File: src/rtl/stc_pkg.sv
package stc_pkg;
    localparam int CMD_W  = 4;
    localparam int ADDR_W = 4;
    localparam int DATA_W = 8;
    localparam int RSP_W  = 16;

    localparam logic [CMD_W-1:0]  CMD_DISABLE = 4'b1100;
    localparam logic [CMD_W-1:0]  CMD_ENABLE  = 4'b1010;
    localparam logic [CMD_W-1:0]  CMD_CLEAR   = 4'b0110;
    localparam logic [ADDR_W-1:0] ADDR_GLOBAL = '0;

    typedef enum logic [1:0] {
        ST_IDLE    = 2'd0,
        ST_ONE_DIS = 2'd1,
        ST_LOCKED  = 2'd2
    } lock_state_e;

    typedef struct packed {
        logic       nv;
        logic       u;
        logic       bs;
        logic [1:0] at;
        logic       s;
    } status_t;
endpackage

File: src/rtl/stc_decode.sv
module stc_decode
    import stc_pkg::*;
(
    input  logic              frm_valid,
    input  logic              frm_crc_ok,
    input  logic [CMD_W-1:0]  frm_cmd,
    input  logic [ADDR_W-1:0] frm_addr,
    input  logic [ADDR_W-1:0] dev_addr,
    input  logic              sys_rst_evt,
    output logic              acc,
    output logic              is_bcast,
    output logic              is_dis,
    output logic              is_en,
    output logic              is_clr
);
    logic addr_hit;

    always_comb begin
        is_bcast = (frm_addr == ADDR_GLOBAL);
        addr_hit = is_bcast || (frm_addr == dev_addr);
        acc      = frm_valid && frm_crc_ok && addr_hit && !sys_rst_evt;
        is_dis   = (frm_cmd == CMD_DISABLE);
        is_en    = (frm_cmd == CMD_ENABLE);
        is_clr   = (frm_cmd == CMD_CLEAR);
    end
endmodule

File: src/rtl/stc_lock_fsm.sv
module stc_lock_fsm
    import stc_pkg::*;
(
    input  logic clk,
    input  logic rst_n,
    input  logic acc,
    input  logic is_dis,
    input  logic is_en,
    input  logic is_clr,
    input  logic hcap_uv,
    input  logic sys_rst_evt,
    output logic st_active,
    output logic st_next,
    output logic lockout
);
    lock_state_e state_q, state_d;
    logic        st_q;
    logic        locked_eff;

    always_ff @(posedge clk or negedge rst_n) begin
        if (!rst_n) begin
            state_q <= ST_IDLE;
            st_q    <= 1'b0;
        end else begin
            state_q <= state_d;
            st_q    <= st_next;
        end
    end

    always_comb begin
        state_d    = state_q;
        st_next    = st_q;
        locked_eff = (state_q == ST_LOCKED) && !hcap_uv;
        if (sys_rst_evt) begin
            state_d = ST_IDLE;
            st_next = 1'b0;
        end else begin
            if (acc) begin
                if (is_dis) begin
                    st_next = 1'b0;
                end else if (is_en && !locked_eff) begin
                    st_next = 1'b1;
                end
                unique case (state_q)
                    ST_IDLE:    state_d = is_dis ? ST_ONE_DIS : ST_IDLE;
                    ST_ONE_DIS: state_d = is_dis ? ST_LOCKED : ST_IDLE;
                    ST_LOCKED:  state_d = is_clr ? ST_IDLE : ST_LOCKED;
                    default:    state_d = ST_IDLE;
                endcase
            end
            if (hcap_uv) begin
                state_d = ST_IDLE;
            end
        end
    end

    assign st_active = st_q;
    assign lockout   = (state_q == ST_LOCKED);
endmodule

File: src/rtl/stc_rsp_build.sv
module stc_rsp_build
    import stc_pkg::*;
(
    input  logic              clk,
    input  logic              rst_n,
    input  logic              fire,
    input  logic              long_fmt,
    input  logic [ADDR_W-1:0] dev_addr,
    input  status_t           sts,
    input  logic              st_next,
    output logic              rsp_valid,
    output logic [RSP_W-1:0]  rsp_word
);
    localparam int PAD_W = RSP_W - ADDR_W - 8;

    logic [7:0]       low_byte;
    logic [RSP_W-1:0] word_d;

    always_comb begin
        low_byte = {sts.nv, sts.u, st_next, sts.bs, sts.at, sts.s, 1'b0};
        if (long_fmt) begin
            word_d = {dev_addr, {PAD_W{1'b0}}, low_byte};
        end else begin
            word_d = {{(RSP_W-8){1'b0}}, low_byte};
        end
    end

    always_ff @(posedge clk or negedge rst_n) begin
        if (!rst_n) begin
            rsp_valid <= 1'b0;
            rsp_word  <= '0;
        end else begin
            rsp_valid <= fire;
            if (fire) begin
                rsp_word <= word_d;
            end
        end
    end
endmodule

File: src/rtl/selftest_cmd_handler.sv
module selftest_cmd_handler
    import stc_pkg::*;
(
    input  logic              clk,
    input  logic              rst_n,
    input  logic              frm_valid,
    input  logic              frm_crc_ok,
    input  logic [CMD_W-1:0]  frm_cmd,
    input  logic [ADDR_W-1:0] frm_addr,
    input  logic [DATA_W-1:0] frm_data,
    input  logic [ADDR_W-1:0] dev_addr,
    input  logic              long_fmt,
    input  logic              hcap_uv,
    input  logic              reg_uv_rst,
    input  logic              frame_to_rst,
    input  logic              int_err,
    input  logic              bus_sw,
    input  logic              otp_en,
    input  logic [1:0]        cfg_attr,
    output logic              rsp_valid,
    output logic [RSP_W-1:0]  rsp_word,
    output logic              st_active,
    output logic              lockout
);
    logic    sys_rst_evt;
    logic    acc, is_bcast, is_dis, is_en, is_clr;
    logic    st_next;
    logic    unused_data;
    status_t sts;

    // Data bits take part only in the CRC, which is checked upstream.
    assign unused_data = ^frm_data;
    assign sys_rst_evt = reg_uv_rst || frame_to_rst;
    assign sts = '{nv: otp_en, u: hcap_uv, bs: bus_sw, at: cfg_attr, s: int_err};

    stc_decode u_dec (
        .frm_valid   (frm_valid),
        .frm_crc_ok  (frm_crc_ok),
        .frm_cmd     (frm_cmd),
        .frm_addr    (frm_addr),
        .dev_addr    (dev_addr),
        .sys_rst_evt (sys_rst_evt),
        .acc         (acc),
        .is_bcast    (is_bcast),
        .is_dis      (is_dis),
        .is_en       (is_en),
        .is_clr      (is_clr)
    );

    stc_lock_fsm u_fsm (
        .clk         (clk),
        .rst_n       (rst_n),
        .acc         (acc),
        .is_dis      (is_dis),
        .is_en       (is_en),
        .is_clr      (is_clr),
        .hcap_uv     (hcap_uv),
        .sys_rst_evt (sys_rst_evt),
        .st_active   (st_active),
        .st_next     (st_next),
        .lockout     (lockout)
    );

    stc_rsp_build u_rsp (
        .clk       (clk),
        .rst_n     (rst_n),
        .fire      (acc && !is_bcast),
        .long_fmt  (long_fmt),
        .dev_addr  (dev_addr),
        .sts       (sts),
        .st_next   (st_next),
        .rsp_valid (rsp_valid),
        .rsp_word  (rsp_word)
    );
endmodule

File: config.mk
export PLATFORM = sky130hd
export DESIGN_NAME = selftest_cmd_handler
export DESIGN_NICKNAME = d
export VERILOG_FILES = /design/src/rtl/stc_pkg.sv /design/src/rtl/stc_decode.sv /design/src/rtl/stc_lock_fsm.sv /design/src/rtl/stc_rsp_build.sv /design/src/rtl/selftest_cmd_handler.sv
export SDC_FILE = /design/constraint.sdc
export NUM_CORES = 1
export LEC_CHECK = 0
export BUFFER_PORTS_ARGS = -buffer_cell sky130_fd_sc_hd__buf_2
export CAP_MARGIN = 10
export CORE_UTILIZATION = 45
export DETAILED_ROUTE_END_ITERATION = 7
export PLACE_DENSITY_LB_ADDON = 0.1
export SLEW_MARGIN = 20
export SYNTH_ARGS = -nofsm -noshare
export SYNTH_HDL_FRONTEND = slang
export SYNTH_SLANG_ARGS = --single-unit
File: constraint.sdc
create_clock -name clk -period 3.85 [get_ports clk]
set_input_delay 0.1925 -clock clk [delete_from_list [all_inputs] [get_ports clk]]
set_output_delay 0.1925 -clock clk [all_outputs]
set_load 0.02 [all_outputs]
==> results by group <==
Status
  • Outcome: finished clean

Synth
  • Post-synth top area share: 43.2%
  • Synthesized cell area: 870 sq um
  • Syn Area/Cell: 11.6 sq um
  • Async SR Flop Fraction: 100%
  • Yosys cell types: 31
  • Seq/Total Area, Yosys: 43.2%
  • Synth Warn #: 0
  • Most common cell in the netlist: dfrtp_1
  • Top_reg_cell synth: dfrtp_1
  • Cell count after synthesis: 75
  • Flops & latches, synth: 15
  • Synth area leader: dfrtp_1
  • Post-synth EDFFs: 0
  • Synth area leaders: dfrtp_1, mux2_4, mux2i_1, buf_4, xor2_1
  • List of most frequent post-synthesis cells: dfrtp_1, inv_1, buf_4, mux2_4

Finish
  • Register area: 375 sq um
  • Final instance area: 0.00109 sq mm
  • Number of diodes: 0
  • Final Util: 62.0%
  • Fin cells: 141
  • Layout cells sized above 1: 44.8%
  • Fin nets: 150
  • P&R area growth vs syn: 25.8%
  • Layout fillers: 182
  • Multi-input logic area: 434 sq um

Worst setup path
  • Crit path required time: 4.03 ns
  • Crit-path max FO: 5
  • CP startpoint: u_fsm.state_q[0]$_DFFE_PN0P_
  • CP Launch Type: flop
  • Worst setup path class: flop to flop
  • Worst Setup End Kind: flop
  • Reg-to-Reg Start: u_fsm.state_q[0]$_DFFE_PN0P_
  • Critical path arrival: 1.78 ns

STA
  • Rel. slew slack: 66.0%
  • Final min period: 1.60 ns
  • Slew Limit Fails: 0
  • Worst hold slack: 0.114 ns
  • Worst slew pin tran: 0.508 ns
  • Fmax: 0.623 GHz
  • Setup TNS: 0 ns
  • Final Setup Violations: 0
  • Final Cycle Share: 41.7%
  • Unrepaired setup endpoints after global routing: false
  • Final hold violation count: 0
  • Setup ws final: 2.25 ns
  • Skew final: 0.000289 ns

Power
  • Tot Pwr: 0.370 mW
  • Peak supply drop: 0.221 mV
  • Power Density: 339 mW/mm^2
  • Leak: 0.626 nW

Global routing
  • Largest net degree at the start of global routing: 16
  • Initial antenna violation count: 0
  • Vias in the first global route: 667
  • Aggregate global routing overflow: 0
  • Gr usage total: 19.7%
  • First-pass GRT wire length: 2810 um

Routing
  • Final WL: 1710 um
  • Via density per instance: 5.04
  • Routed vias: 710
  • DR pass1 iterations: 4
  • DRT iter0 DRCs: 10
  • DR DRC count: 0
  • WL per Instance: 12.1 um
  • Antenna Nets Post-Route: 0

Floorplanning
  • Initial core utilization: 49.3%
  • Site row count: 15
  • CORE AREA: 0.00176 sq mm
  • Die Y: 46.0 um
  • Die width: 46.0 um
  • Die area: 0.00211 sq mm
  • IO Pins: 52

Min path
  • HP Class: input pin to flop
  • Hold Startpoint: cfg_attr[0]

CTS
  • Cts repair resizes: 0
  • Later-pin clock latency in the skew report: 0.28 ns
  • Clock Path Buffers: 2
  • H-tree level count: 1
  • CTS buffer count: 3
  • Clock transition at the registers of the reported paths: 0.08 ns
  • CTS tree: done
  • Root buffer cell: clkbuf_4
  • Clock sinks: 15

Job
  • Max Cap Violations: 0

Placed design
  • Placement Cell Area: 0.00106 sq mm
  • Placed cells: 136
  • PortBufs: 38
  • GPL Wtd Cong: 0.809
  • Placement Setup Slack: 2.07 ns
  • Final HPWL DP: 1320 um
routing by layer:
metal | share of wire [%] | track usage, % | wire (um) | vias to the layer above
li1 | - | - | - | 341
met1 | 43 | 22.6 | 737 | 337
met2 | 49 | 32.1 | 840 | 27
met3 | 5.0 | 5.16 | 85 | 5
met4 | 2.6 | 12.9 | 44 | 0
met5 | 0 | 0 | 0 | -
flip-flops by register name, summed over array words and instances (netlist names):
name / count
u_fsm.st_active: 1
u_fsm.state_q: 2
u_rsp.rsp_valid: 1
u_rsp.rsp_word: 11
what timing repair did:
action,CTS,global route
buffers inserted,0,0
hold endpoints to repair,15,0
hold buffers,1,0
final cells by class:
cell class / instances / area share [%]
Tap cell: 25 / 2.86
Sequential cell: 15 / 34.3
Timing Repair Buffer: 39 / 18.3
Multi-Input combinational cell: 51 / 39.7
Clock buffer: 4 / 2.40
Inverter: 7 / 2.40
power breakdown:
part           internal [mW]  total (mW)  switching [mW]
sequential             0.173       0.180         0.00705
clock                 0.0403      0.0905          0.0502
combinational         0.0405      0.0996          0.0591
cell families after synthesis:
logic type,synth area share [%]
simple gates,15.5
flops,43.2
mux,15.8
other cells,0.431
compound gates,12.4
buf+inv,8.63
xor+xnor,4.03
worst max-delay path, cell delays in order, from the launching register on:
cell and delay [ns]:
dfrtp_1 0.43, or3b_2 0.45, a31oi_1 0.17, o2111ai_1 0.15, mux2_4 0.30
path summary, 6_finish.rpt:
kind	endpoint	slack, ns	depth (start not counted)
min in group asynchronous	u_rsp.rsp_valid$_DFF_PN0_	0.35	2
worst max register to register	u_rsp.rsp_word[5]$_DFFE_PN0P_	2.25	4
worst min register to register	u_rsp.rsp_word[2]$_DFFE_PN0P_	0.50	1
worst max-delay path	u_rsp.rsp_word[5]$_DFFE_PN0P_	2.25	4
max in group asynchronous	u_fsm.state_q[1]$_DFFE_PN0P_	3.26	2
worst min-delay path	u_rsp.rsp_word[2]$_DFFE_PN0P_	0.11	2
placed cells by master (no fill, tap or decap), drive strengths merged:
cell and n:
buf 38, dfrtp 15, inv 7, mux2 7, conb 5, xor2 4
nand2 4, mux2i 4, clkbuf 4, a21oi 3, nor4 3, nor2b 2
o41a 2, o21ai 2, nand3 2, or4 1, nor2 1, and3 1
o41ai 1, or3b 1, a31oi 1, a21bo 1, o2111ai 1, and3b 1
nand3b 1, o211ai 1, or3 1, nand4 1, dlygate4sd3 1
(Power assumes the default switching activity.)
